### config.mk
export PLATFORM = sky130hd
export DESIGN_NAME = autoclk_ctrl
export DESIGN_NICKNAME = d
export VERILOG_FILES = /design/src/rtl/autoclk_pkg.sv /design/src/rtl/autoclk_time.sv /design/src/rtl/autoclk_setfsm.sv /design/src/rtl/autoclk_disp.sv /design/src/rtl/autoclk_ctrl.sv
export SDC_FILE = /design/constraint.sdc
export NUM_CORES = 1
export LEC_CHECK = 0
export BUFFER_PORTS_ARGS = -buffer_cell sky130_fd_sc_hd__buf_2
export CAP_MARGIN = 5
export CORE_ASPECT_RATIO = 0.5
export CORE_MARGIN = 2
export CORE_UTILIZATION = 58
export DETAILED_ROUTE_END_ITERATION = 8
export GPL_TIMING_DRIVEN = 1
export PLACE_DENSITY = 0.8
export SKIP_CTS_REPAIR_TIMING = 1
export SYNTH_ARGS = -nofsm -noshare
export SYNTH_HDL_FRONTEND = slang
export SYNTH_HIERARCHICAL = 1
export SYNTH_SLANG_ARGS = --single-unit
### constraint.sdc
create_clock -name clk -period 3.7 [get_ports clk]
set_input_delay 0.185 -clock clk [delete_from_list [all_inputs] [get_ports clk]]
set_output_delay 0.185 -clock clk [all_outputs]
set_load 0.02 [all_outputs]
### src/rtl/autoclk_pkg.sv
package autoclk_pkg;

    typedef enum logic [1:0] {
        ST_RUN,
        ST_TEST,
        ST_RESTART
    } clk_state_e;

endpackage

### src/rtl/autoclk_time.sv
module autoclk_time #(
    parameter int SEC_N    = 60,
    parameter int MIN_N    = 60,
    parameter int HR_N     = 24,
    parameter int START_HR = 1,
    localparam int SW = $clog2(SEC_N),
    localparam int MW = $clog2(MIN_N),
    localparam int HW = $clog2(HR_N)
) (
    input  logic          clk,
    input  logic          rst_n,
    input  logic          restart,
    input  logic          inc_hr,
    input  logic          inc_min,
    input  logic          adv_tick,
    output logic [HW-1:0] hr,
    output logic [MW-1:0] mins
);

    localparam logic [SW-1:0] SEC_LAST = SW'(SEC_N - 1);
    localparam logic [MW-1:0] MIN_LAST = MW'(MIN_N - 1);
    localparam logic [HW-1:0] HR_LAST  = HW'(HR_N - 1);
    localparam logic [HW-1:0] HR_INIT  = HW'(START_HR);

    logic [SW-1:0] sec;

    function automatic logic [HW-1:0] hr_step(input logic [HW-1:0] h);
        return (h == HR_LAST) ? '0 : h + 1'b1;
    endfunction

    always_ff @(posedge clk or negedge rst_n) begin
        if (!rst_n) begin
            sec  <= '0;
            mins <= '0;
            hr   <= HR_INIT;
        end else if (restart) begin
            sec  <= '0;
            mins <= '0;
            hr   <= HR_INIT;
        end else if (inc_hr || inc_min) begin
            sec <= '0;
            if (inc_hr) begin
                hr <= hr_step(hr);
            end
            if (inc_min) begin
                mins <= (mins == MIN_LAST) ? '0 : mins + 1'b1;
            end
        end else if (adv_tick) begin
            if (sec == SEC_LAST) begin
                sec <= '0;
                if (mins == MIN_LAST) begin
                    mins <= '0;
                    hr   <= hr_step(hr);
                end else begin
                    mins <= mins + 1'b1;
                end
            end else begin
                sec <= sec + 1'b1;
            end
        end
    end

endmodule

### src/rtl/autoclk_setfsm.sv
module autoclk_setfsm
    import autoclk_pkg::*;
(
    input  logic       clk,
    input  logic       rst_n,
    input  logic       tick,
    input  logic       sw_hr,
    input  logic       sw_min,
    input  logic       ign_on,
    input  logic       data_lvl,
    output clk_state_e state,
    output logic       all_seg,
    output logic       inc_hr,
    output logic       inc_min,
    output logic       adv_tick,
    output logic       restart,
    output logic       fmt24
);

    clk_state_e nxt;
    logic set_hr_lvl, set_min_lvl;
    logic prev_hr, prev_min;

    assign set_hr_lvl  = ign_on && sw_hr && !sw_min;
    assign set_min_lvl = ign_on && sw_min && !sw_hr;

    // State register
    always_ff @(posedge clk or negedge rst_n) begin
        if (!rst_n) begin
            state <= ST_RUN;
        end else begin
            state <= nxt;
        end
    end

    // Next-state decode
    always_comb begin
        nxt = state;
        unique case (state)
            ST_RUN:     if (ign_on && sw_hr && sw_min) nxt = ST_TEST;
            ST_TEST:    if (!sw_hr && !sw_min)         nxt = ST_RESTART;
            ST_RESTART: nxt = ST_RUN;
            default:    nxt = ST_RUN;
        endcase
    end

    // Outputs per state
    always_comb begin
        all_seg  = 1'b0;
        inc_hr   = 1'b0;
        inc_min  = 1'b0;
        adv_tick = tick;
        restart  = 1'b0;
        unique case (state)
            ST_RUN: begin
                inc_hr   = set_hr_lvl  && (!prev_hr  || tick);
                inc_min  = set_min_lvl && (!prev_min || tick);
                adv_tick = tick && !set_hr_lvl && !set_min_lvl;
            end
            ST_TEST: begin
                all_seg = 1'b1;
            end
            ST_RESTART: begin
                restart = data_lvl;
            end
            default: begin
                adv_tick = 1'b0;
            end
        endcase
    end

    // Press history and format flag
    always_ff @(posedge clk or negedge rst_n) begin
        if (!rst_n) begin
            prev_hr  <= 1'b0;
            prev_min <= 1'b0;
            fmt24    <= 1'b0;
        end else begin
            prev_hr  <= set_hr_lvl;
            prev_min <= set_min_lvl;
            if (state == ST_RESTART) begin
                fmt24 <= !fmt24;
            end
        end
    end

endmodule

### src/rtl/autoclk_disp.sv
module autoclk_disp #(
    parameter int MIN_N = 60,
    parameter int HR_N  = 24,
    localparam int MW = $clog2(MIN_N),
    localparam int HW = $clog2(HR_N)
) (
    input  logic [HW-1:0] hr,
    input  logic [MW-1:0] mins,
    input  logic          fmt24,
    output logic [3:0]    hr_tens,
    output logic [3:0]    hr_ones,
    output logic [3:0]    min_tens,
    output logic [3:0]    min_ones,
    output logic          am,
    output logic          pm
);

    localparam logic [HW-1:0] HALF = HW'(HR_N / 2);

    logic [HW-1:0] h_mod;
    logic [HW-1:0] h_show;
    logic          after_noon;

    always_comb begin
        after_noon = (hr >= HALF);
        h_mod      = after_noon ? hr - HALF : hr;
        if (fmt24) begin
            h_show = hr;
        end else begin
            h_show = (h_mod == '0) ? HALF : h_mod;
        end
        hr_tens  = 4'(h_show / HW'(10));
        hr_ones  = 4'(h_show % HW'(10));
        min_tens = 4'(mins / MW'(10));
        min_ones = 4'(mins % MW'(10));
        am       = !fmt24 && !after_noon;
        pm       = !fmt24 && after_noon;
    end

endmodule

### src/rtl/autoclk_ctrl.sv
module autoclk_ctrl
    import autoclk_pkg::*;
#(
    parameter int SEC_N    = 60,
    parameter int MIN_N    = 60,
    parameter int HR_N     = 24,
    parameter int START_HR = 1
) (
    input  logic       clk,
    input  logic       rst_n,
    input  logic       tick_1hz,
    input  logic       sw_hr,
    input  logic       sw_min,
    input  logic       ign_on,
    input  logic       data_lvl,
    output logic [3:0] hr_tens,
    output logic [3:0] hr_ones,
    output logic [3:0] min_tens,
    output logic [3:0] min_ones,
    output logic       am,
    output logic       pm,
    output logic       fmt24,
    output logic       all_seg
);

    localparam int MW = $clog2(MIN_N);
    localparam int HW = $clog2(HR_N);

    clk_state_e    st;
    logic          inc_hr, inc_min, adv_tick, restart;
    logic [HW-1:0] hr;
    logic [MW-1:0] mins;

    autoclk_setfsm u_fsm (
        .clk      (clk),
        .rst_n    (rst_n),
        .tick     (tick_1hz),
        .sw_hr    (sw_hr),
        .sw_min   (sw_min),
        .ign_on   (ign_on),
        .data_lvl (data_lvl),
        .state    (st),
        .all_seg  (all_seg),
        .inc_hr   (inc_hr),
        .inc_min  (inc_min),
        .adv_tick (adv_tick),
        .restart  (restart),
        .fmt24    (fmt24)
    );

    autoclk_time #(
        .SEC_N    (SEC_N),
        .MIN_N    (MIN_N),
        .HR_N     (HR_N),
        .START_HR (START_HR)
    ) u_time (
        .clk      (clk),
        .rst_n    (rst_n),
        .restart  (restart),
        .inc_hr   (inc_hr),
        .inc_min  (inc_min),
        .adv_tick (adv_tick),
        .hr       (hr),
        .mins     (mins)
    );

    autoclk_disp #(
        .MIN_N (MIN_N),
        .HR_N  (HR_N)
    ) u_disp (
        .hr       (hr),
        .mins     (mins),
        .fmt24    (fmt24),
        .hr_tens  (hr_tens),
        .hr_ones  (hr_ones),
        .min_tens (min_tens),
        .min_ones (min_ones),
        .am       (am),
        .pm       (pm)
    );

endmodule

# After elaboration in Yosys (flattened, before gate mapping)
# Cells that the tools add are included.
[op_classes]
mux = 28
n_reduce_logical = 32
magnitude_cmp = 1
add_sub_neg = 4
n_eq_ne = 9
div = 4
[op_table]
columns = ["op", "count"]
rows = [
  ["$mux 6", 10],
  ["$mux 5", 10],
  ["$add 6x1->6 const B", 2],
  ["$eq 6x6->1 const B", 2],
  ["$logic_and 1x1->1", 12],
  ["$reduce_bool 3->1", 3],
  ["$logic_not 1->1", 8],
  ["$div 6x4->6 const B", 1],
  ["$mod 6x4->6 const B", 1],
  ["$ne 3x2->1 const B", 2],
  ["$add 5x1->5 const B", 1],
  ["$div 5x4->5 const B", 1],
  ["$eq 5x5->1 const B", 1],
  ["$ge 5x4->1 const B", 1],
  ["$logic_not 5->1", 1],
  ["$mod 5x4->5 const B", 1],
  ["$sub 5x4->5 const B", 1],
  ["$mux 1", 4],
  ["$mux 2", 2],
  ["$ne 2x1->1 const B", 2],
  ["$pmux 2 s2", 1],
  ["$reduce_and 4->1", 1],
  ["$logic_or 1x1->1", 3],
  ["$reduce_and 3->1", 1],
  ["other kinds (6)", 6],
]
[totals]
inputBits = 7
ff_bits = 22
word_cells = 85
output_inout_bits = 20

# Longest topological paths before layout
# Gate-level depths: netlist of the first run.
[depth]
ltp_word = 9
mapped_depth = 14
depth_no_buf = 14

# Hierarchy
# Netlist of the first run, hierarchy kept.
[modules_own_cells]
columns = ["mod", "seq_area_each_um2", "area_per_inst_um2", "cells_per_inst", "n_inst"]
rows = [
  ["autoclk_time", 426.7, 1017.2, 106, 1],
  ["autoclk_disp", 0.0, 718.2, 110, 1],
  ["autoclk_setfsm", 125.1, 344.1, 36, 1],
]

# Worst setup path after synthesis of the first run
# No wires, ideal clock.
[synth_path]
path_kind = "register to output"
from = "register u_time.hr[2]"
to = "output hr_ones[3]"
arrival_ns = 4.029
path_slack_ns = -0.514
n_path_buf = 0
path_stages_with_launch = 15
t_required_ns = 3.515
cell_sequence = "dfrtp_1 -> ha_1 -> or3b_1 -> a21oi_1 -> a32oi_1 -> nor2_1 -> ha_1 -> inv_1 -> a21oi_1 -> xnor2_1 -> ha_1 -> a21oi_1 -> nand2_1 -> or4_1 -> nand3_1"
[synth_via]
elab_chain_len = 6
word_cells_on_any_way = 7
cone_classes = "add/sub: 1; div: 1; order compare: 1; mux: 3; reduce/logical: 1"
[synth_rtl]
columns = ["element", "line", "text"]
rows = [
  ["start, declared", "autoclk_time.sv:16", "output logic [HW-1:0] hr,"],
  ["start signal, assigned", "autoclk_time.sv:43", "hr <= hr_step(hr);"],
  ["start signal, assigned", "autoclk_time.sv:53", "hr <= hr_step(hr);"],
  ["$sub 5x4->5 / $ge 5x4->1 (equally long branches)", "autoclk_disp.sv:26, autoclk_disp.sv:25", ""],
  ["$mux 5", "autoclk_disp.sv:26", "h_mod = after_noon ? hr - HALF : hr;"],
  ["$logic_not 5->1", "autoclk_disp.sv:30", "h_show = (h_mod == '0) ? HALF : h_mod;"],
  ["$mux 5", "autoclk_disp.sv:30", ""],
  ["$mux 5 *", "autoclk_disp.sv:27", "if (fmt24) begin"],
  ["$mod 5x4->5 *", "autoclk_disp.sv:33", "hr_ones = 4'(h_show % HW'(10));"],
  ["end, declared", "autoclk_ctrl.sv:17", "output logic [3:0] hr_ones,"],
]
# Mark *: on every way between the ends. The rest lies on a longest branch, timed or not.

# Final worst setup path of the first run
# Same ends and word-level chain as after synthesis.

==> results of run 1 <==
## how the worst max path moves through the flow
stage,endpoint,cells past startpoint
CTS,hr_ones[3],14
global route,hr_ones[3],14
detailed placement,hr_ones[3],14
finish,hr_ones[3],14
global placement,hr_ones[3],14
floorplan,hr_ones[3],14
## logic make-up after synthesis
| group | after synthesis | share of synthesized area, % |
|---|---|---|
| AND/OR/NAND/NOR | 96 | 27.0 |
| AO/OA/AOI/OAI | 70 | 23.3 |
| buffers and inverters | 34 | 7.52 |
| flip-flops | 22 | 26.5 |
| adder cells (fa/ha/maj) | 14 | 8.42 |
| multiplexers | 8 | 4.03 |
| XOR/XNOR | 7 | 2.95 |
| other | 1 | 0.180 |
## layer usage
layer | track usage, % | routed length (µm)
met2 | 44.8 | 2440
met3 | 4.84 | 242
met5 | 0 | 0
met4 | 5.15 | 31
met1 | 30.3 | 2210
## cell type report
cell class	count	share of cell area (%)
Clock buffer	3	1.68
Sequential cell	22	22.5
Tap cell	51	2.60
Multi-Input combinational cell	198	59.5
Timing Repair Buffer	36	9.28
Clock inverter	1	1.22
Inverter	20	3.16
## worst register-to-register path, delay by kind of cell (launching register included)
kind	cells	cell delay, ps
compound gates	3	590
fa+ha+maj	1	300
buf+inv	2	310
flops	1	430
simple gates	3	840
## flip-flops by register name, summed over array words and instances (netlist names)
| name | flops |
|---|---|
| u_fsm/prev_min | 1 |
| u_time/hr | 5 |
| u_time/mins | 6 |
| u_time/sec | 6 |
| u_fsm/fmt24 | 1 |
| u_fsm/prev_hr | 1 |
| u_fsm/state | 2 |
## power by group
group,switching [W],internal [W]
Sequential,0.000152,0.000318
Combinational,0.000895,0.000688
Clock,0.0000806,0.000145
## metrics by stage
step	TNS (ps)	power, W	utilization [%]	hold slack [ps]
after floorplan	0	0.00152	-	-111
final	0	0.00228	71.4	274
after detailed placement	0	0.00189	66.1	187
after global placement	0	0.00182	66.1	175
after global routing	-80.6	0.00246	71.4	287
after CTS	-296	0.00212	68.2	-111
## synthesized netlist by cell type, types with 4 or more instances
master    count
buf_4         4
clkbuf_1      6
nor3b_1       4
a21oi_1      14
nand3_1       7
nor2_1       18
xnor2_1       4
nor3_1        4
and3_1        4
dfrtp_1      21
ha_1         14
o21bai_1      4
nand2b_1      5
a21o_1        6
nand2_1      23
nand3b_1      5
o21ai_0      15
inv_1        19
mux2i_1       5
==> impl_metrics.toml, run 1 <==
[global_route]
antenna_found_initial = 0
grt-ovfl-total = 0
track_usage_pct = 24.4
grt_pass1_vias = 1724
grt_first_pass_wirelength_um = 7730
grt_max_degree = 23

[finish]
final_cell_area_um2 = 2450
area_growth_pct = 18.0
n_fill_cell = 275
n_antenna_cell = 0
stdcell_count = 331
most-common-layout-cells = "23 x nand2_1, 21 x buf_2, 20 x dfrtp_1"
finish.net_count = 302
multi_input_area_um2 = 1460
mostFrequentLayoutCell = "nand2_1"
drive_gt1_share_pct = 22.5
regArea_um2 = 553

[setup_path]
critical_path_class = "register to output pin"
cpMaxStageDelayCell = "or4_4"
worstPathArrival_ps = 3470
critical_path_required_ps = 3510
crit_chain = "ha_4, or4_4, a211o_1, o211ai_4, ha_4, inv_2, a21oi_4, xnor2_2, ha_2, a21oi_2, nand2_1, or4_1, nand3_2, buf_6"
timing.rr.start = "u_fsm/state[0]"
cp.buffers_inverters = 2
endpoint_kind = "output pin"
crit_family = "simple AND/OR/NAND/NOR gates"
reg2regPathDepth = 9
cp-startpoint = "u_time/hr[2]"
reg2reg_slack_ps = 1170
critPathMaxFanout = 7
startpoint_type = "register"
slowest_delay_ps = 490
r2r-end = "u_time/mins[4]"
cpMostUsedCell = "ha_4"

[flow_run]
drv_cap = 0

[floorplanning]
io_pins = 27
die_h_um = 46.3
die_x_um = 88.7
floorplan.die_area_um2 = 4110
coreArea_um2 = 3430
start_util_pct = 60.5
rows = 15

[logic_synthesis]
synth-edff-count = 0
syn_area_per_cell_um2 = 8.25
ys_warn_count = 6
synth.distinct_cells = 63
synth_top_area_cell = "dfrtp_1"
ys_ff_latch = 22
synth.area.top_cells = "dfrtp_1 25%, ha_1 8.4%, nand2_1 4.2%"
synth_ff_type = "dfrtp_1"
synth-async-reset-ratio_pct = 100
seq_area_frac_synth_pct = 26.5
syn_area_um2 = 2080
yosys.area.top_type_share_pct = 25.3
postSynthCellCount = 252

[sta]
setup_viol = 0
relSlewSlack_pct = 58.7
finClkSkew_ps = 13.3
drv_slew = 0
setup_ws_ps = 46.7
hold_violations = 0
worstMarginPinSlew_ps = 614
fmax_ghz = 0.274
fin_crit_sh_pct = 98.7
finalCriticalPeriod_ps = 3650

[placement]
hpwl_um = 3430
gp_congestion = 0.854
place_ws_ps = 153
place_area_um2 = 2270
portBuffers = 23
placedCellCount = 321

[drt]
ant_nets = 0
drc_errors = 0
post_drt_wl_per_cell_um = 14.9
routed_wl_um = 4920
vias = 1981
via_per_inst = 5.98
first_pass_iters = 4
drt-initial-drc-count = 120

[clock_network]
clockRootBuffer = "clkbuf_8"
clock_path_buffers = 2
clock-sinks = 22
clock_latency_ps = 270
numCtsBuffers = 3
clk_pin_slew_worst_paths_ps = 90
h-tree-depth = 1
tritoncts = "yes"

[min_path]
hold_class = "primary input to register"
hold-path-cell-count = 3
min-delay-start = "sw_hr"
hold_end = "u_fsm/prev_hr"

[pwr]
powerDensity_nw_per_um2 = 929
p_leak_nw = 1.21
ir_drop_uv = 350

[outcome]
status = "finished, final reports clean"
(Power assumes the default switching activity.)
==> run 2: changes to the inputs <==
--- a/config.mk
+++ b/config.mk
@@ -11,7 +11,6 @@
 export CORE_MARGIN = 2
 export CORE_UTILIZATION = 58
 export DETAILED_ROUTE_END_ITERATION = 8
-export GPL_TIMING_DRIVEN = 1
 export PLACE_DENSITY = 0.8
 export SKIP_CTS_REPAIR_TIMING = 1
 export SYNTH_ARGS = -nofsm -noshare
==> constraint.sdc (replaced) <==
create_clock -name clk -period 4.09 [get_ports clk]
set_input_delay 0.2045 -clock clk [delete_from_list [all_inputs] [get_ports clk]]
set_output_delay 0.2045 -clock clk [all_outputs]
set_load 0.02 [all_outputs]
==> impl_metrics.toml, run 2 (synthesized netlist as in run 1, its figures left out) <==
[floorplanning]
io_pins = 27
die_h_um = 46.3
die_x_um = 88.7
start_util_pct = 60.5
coreArea_um2 = 3430
rows = 15
floorplan.die_area_um2 = 4110

[placement]
place_ws_ps = 169
portBuffers = 23
placedCellCount = 316
hpwl_um = 3250
gp_congestion = 0.877
place_area_um2 = 2210

[finish]
most-common-layout-cells = "23 x buf_2, 23 x nand2_1, 20 x dfrtp_1"
final_cell_area_um2 = 2330
finish.net_count = 297
regArea_um2 = 553
multi_input_area_um2 = 1410
n_fill_cell = 295
area_growth_pct = 12.2
drive_gt1_share_pct = 19.3
n_antenna_cell = 0
largestRegisters = "u_time/mins: 6 flops, u_time/sec: 6 flops, u_time/hr: 5 flops"
stdcell_count = 326

[setup_path]
worstPathArrival_ps = 3690
critical_path_class = "register to output pin"
reg2reg_slack_ps = 1420
cpMostUsedCell = "a21oi_2"
slowest_delay_ps = 600
crit_chain = "or4_4, a211o_1, o211ai_4, ha_2, inv_1, a21oi_2, xnor2_1, ha_1, a21oi_2, nand2_1, or4_1, nand3_1, buf_2"
cpMaxStageDelayCell = "or4_4"
critical_path_required_ps = 3890
critPathMaxFanout = 13
startpoint_type = "register"
endpoint_kind = "output pin"

[sta]
finClkSkew_ps = 5.12
finalCriticalPeriod_ps = 3890
drv_slew = 0
rsz0062_at_grt = "false"
worstMarginPinSlew_ps = 596
hold_violations = 0
fin_crit_sh_pct = 95.2
setup_viol = 0
setup_ws_ps = 196
relSlewSlack_pct = 60.0
fmax_ghz = 0.257

[pwr]
pwr-share-comb_pct = 68.7
p_total_w = 0.00187
powerDensity_nw_per_um2 = 801
p_sw_share_pct = 51.8
sequentialPowerShare_pct = 23.0
p_sw_w = 0.000968
clkPwrFrac_pct = 8.3
intPower_w = 0.000901
ir_drop_uv = 297
p_leak_nw = 1.16

[clock_network]
numCtsBuffers = 3
clock_latency_ps = 260
clk_pin_slew_worst_paths_ps = 70
clock_path_buffers = 2
h-tree-depth = 1
clock-sinks = 22
tritoncts = "yes"
clockRootBuffer = "clkbuf_8"

[min_path]
hold_class = "primary input to register"

[global_route]
grt_pass1_vias = 1705
track_usage_pct = 23.0
grt_max_degree = 23
grt_first_pass_wirelength_um = 7340
grt-ovfl-total = 0
antenna_found_initial = 0

[drt]
post_drt_wl_per_cell_um = 14.3
routed_wl_um = 4660
drc_errors = 0
first_pass_iters = 4
vias = 1948
via_per_inst = 5.98
drt-initial-drc-count = 228
ant_nets = 0

[flow_run]
drv_cap = 0

[outcome]
status = "finished, final reports clean"
[run 2: cell types whose count changed in the layout (fill, tap and decap cells not counted), moves of 2 or more]
cell     previous run  this run
a21oi_4             2         0
buf_2              21        23
buf_4              12         7
buf_6               2         0
ha_4                2         0
[run 2: through the flow]
stage                     hold slack, ps  utilization [%]  setup TNS, ps
after global routing                 327             67.9              0
after detailed placement             203             64.3              0
after floorplan                    -91.1                -              0
final                                307             67.9              0
after CTS                          -84.0             65.9           -116
after global placement               198             64.3              0
[run 2: worst paths after layout]
check	startpoint	cells past startpoint	endpoint
worst max register to register	u_fsm/state[0]	9	u_time/mins[4]
worst max-delay path	u_time/hr[1]	13	hr_ones[3]
min in group asynchronous	rst_n	2	u_fsm/fmt24
worst min register to register	u_time/mins[0]	1	u_time/mins[0]
worst min-delay path	sw_min	3	u_fsm/state[0]
max in group asynchronous	rst_n	2	u_time/hr[3]
[run 2: power groups by stage]
stage / Sequential (W) / Clock, W / Combinational (W)
floorplan: 0.000385 / 0 / 0.000968
global placement: 0.000420 / 0 / 0.00118
detailed placement: 0.000430 / 0 / 0.00122
CTS: 0.000426 / 0.000158 / 0.00124
global route: 0.000445 / 0.000169 / 0.00141
finish: 0.000430 / 0.000154 / 0.00128
[run 2: critical path, delay by kind of cell, from the launching register on]
kind | cells | cell delay, ps
AOI/OAI and AO/OA | 4 | 780
xor gates and xnor gates | 1 | 130
adders and majority gates | 2 | 480
buffers and inverters | 2 | 210
DFF | 1 | 560
and+or+nand+nor | 4 | 1280
[run 2: area by class of cell]
type	count	share of cell area, %
flip-flops and latches	22	23.7
clock buffers	4	2.36
well taps	51	2.73
multi-input cells	198	60.3
repair buffers	31	7.61
inverters	20	3.32
[run 2: per-layer routing]
| layer | share of wire, % | global-route usage, % |
|---|---|---|
| met4 | 0.28 | 3.94 |
| met1 | 46 | 28.5 |
| met3 | 4.2 | 4.48 |
| met2 | 49 | 43.0 |
| met5 | 0 | 0 |
==> run 3: changes to the inputs <==
--- a/config.mk
+++ b/config.mk
@@ -7,11 +7,13 @@
 export LEC_CHECK = 0
 export BUFFER_PORTS_ARGS = -buffer_cell sky130_fd_sc_hd__buf_2
 export CAP_MARGIN = 5
+export CELL_PAD_IN_SITES_DETAIL_PLACEMENT = 0
+export CELL_PAD_IN_SITES_GLOBAL_PLACEMENT = 1
 export CORE_ASPECT_RATIO = 0.5
 export CORE_MARGIN = 2
-export CORE_UTILIZATION = 58
+export CORE_UTILIZATION = 39
 export DETAILED_ROUTE_END_ITERATION = 8
-export PLACE_DENSITY = 0.8
+export PLACE_DENSITY_LB_ADDON = 0.1
 export SKIP_CTS_REPAIR_TIMING = 1
 export SYNTH_ARGS = -nofsm -noshare
 export SYNTH_HDL_FRONTEND = slang
==> constraint.sdc (replaced) <==
create_clock -name clk -period 3.25 [get_ports clk]
set_input_delay 0.1625 -clock clk [delete_from_list [all_inputs] [get_ports clk]]
set_output_delay 0.1625 -clock clk [all_outputs]
set_load 0.02 [all_outputs]
==> impl_metrics.toml, run 3 (synthesized netlist as in run 1, its figures left out) <==
[clock_network]
clock-sinks = 22
clk_pin_slew_worst_paths_ps = 80
tritoncts = "yes"
h-tree-depth = 1
clockRootBuffer = "clkbuf_8"
numCtsBuffers = 3
clock_latency_ps = 260
clock_path_buffers = 2

[drt]
routed_wl_um = 4920
post_drt_wl_per_cell_um = 13.8
drc_errors = 0
vias = 1976
first_pass_iters = 4
drt-initial-drc-count = 89
via_per_inst = 5.54
ant_nets = 0

[setup_path]
critical_path_required_ps = 3090
reg2regPathDepth = 9
startpoint_type = "register"
critical_path_class = "register to output pin"
r2r-end = "u_time/mins[4]"
endpoint_kind = "output pin"
critPathMaxFanout = 7
worstPathArrival_ps = 3300
timing.rr.start = "u_fsm/state[0]"
reg2reg_slack_ps = 690

[global_route]
grt_max_degree = 23
grt_pass1_vias = 1796
antenna_found_initial = 0
grt-ovfl-total = 0
grt_first_pass_wirelength_um = 7840
track_usage_pct = 16.0

[pwr]
ir_drop_uv = 696
p_total_w = 0.00261
powerDensity_nw_per_um2 = 1030
p_leak_nw = 1.25

[floorplanning]
floorplan.die_area_um2 = 5970
io_pins = 27
coreArea_um2 = 5020
die_h_um = 55.6
start_util_pct = 41.4
rows = 18
die_x_um = 107

[sta]
tns_ps = -473
rsz0062_at_grt = "true"
setup_ws_ps = -214
hold_violations = 0
drv_slew = 0
finalCriticalPeriod_ps = 3460
fmax_ghz = 0.289
finClkSkew_ps = 2.32
worstMarginPinSlew_ps = 576
setup_viol = 4
relSlewSlack_pct = 61.3
fin_crit_sh_pct = 107

[outcome]
violations = "setup timing"
status = "finished with violations"

[placement]
place_ws_ps = 45.6
gp_congestion = 0.839
place_area_um2 = 2410
portBuffers = 23
placedCellCount = 350
hpwl_um = 3610

[finish]
final_cell_area_um2 = 2530
largestRegisters = "u_time/mins: 6 flops, u_time/sec: 6 flops, u_time/hr: 5 flops"
finish.net_count = 309
drive_gt1_share_pct = 26.5
n_antenna_cell = 0
most-common-layout-cells = "23 x nand2_1, 20 x buf_4, 19 x buf_2, 19 x dfrtp_1, 18 x inv_1"
stdcell_count = 357
mostFrequentLayoutCell = "nand2_1"
area_growth_pct = 21.8

[min_path]
hold-path-cell-count = 3
hold_class = "primary input to register"
hold_end = "u_fsm/prev_min"
min-delay-start = "ign_on"

[flow_run]
drv_cap = 0
-- run 3: cell types whose count changed in the layout (fill, tap and decap cells not counted), sizes merged --
| cell | change |
|---|---|
| buf | +12 |
-- run 3: where the power goes --
group	total (W)	leakage (nW)	internal (W)	switching, W
sequential	0.000503	0.273	0.000363	0.000140
combinational	0.00193	0.952	0.000871	0.00106
clock	0.000178	0.0228	0.0000875	0.0000903
-- run 3: layer usage --
metal / global-route usage, % / share of wire [%] / wire [µm] / vias up
met2: 28.8 / 49 / 2400 / 53
met1: 19.7 / 47 / 2310 / 939
met5: 0 / 0 / 0 / -
li1: - / - / - / 980
met3: 2.69 / 3.8 / 187 / 4
met4: 4.27 / 0.43 / 21 / 0
-- run 3: worst max-delay path by stage --
stage,start,end,cells past startpoint
floorplan,u_time/hr[2],hr_ones[3],14
global placement,u_time/hr[3],hr_ones[3],14
detailed placement,u_time/hr[3],hr_ones[3],14
CTS,u_time/hr[3],hr_ones[3],14
global route,u_time/hr[3],hr_ones[3],14
finish,u_time/hr[3],hr_ones[3],14
-- run 3: final cells by class --
type / instances / area [µm²]
fill: 475 / 2490
multi-input combinational: 198 / 1480
sequential: 22 / 554
timing repair buffer: 43 / 289
tap: 70 / 87.6
inverter: 20 / 77.6
clock buffer: 4 / 45.0
-- run 3: worst max-delay path, cell delays in order (launching register included) --
cell	delay, ps
dfrtp_2	430
ha_4	180
or4_4	490
a211o_1	330
o211ai_2	80
ha_2	210
inv_2	40
a21oi_4	140
xnor2_2	90
ha_2	170
a21oi_2	120
nand2_1	80
or4_4	480
nand3_2	80
buf_6	110
-- run 3: through the flow --
stage	hold WS (ps)	util, %
floorplan	-133	-
global placement	164	48.0
global route	263	50.4
CTS	-117	48.9
detailed placement	180	48.0
finish	243	50.4
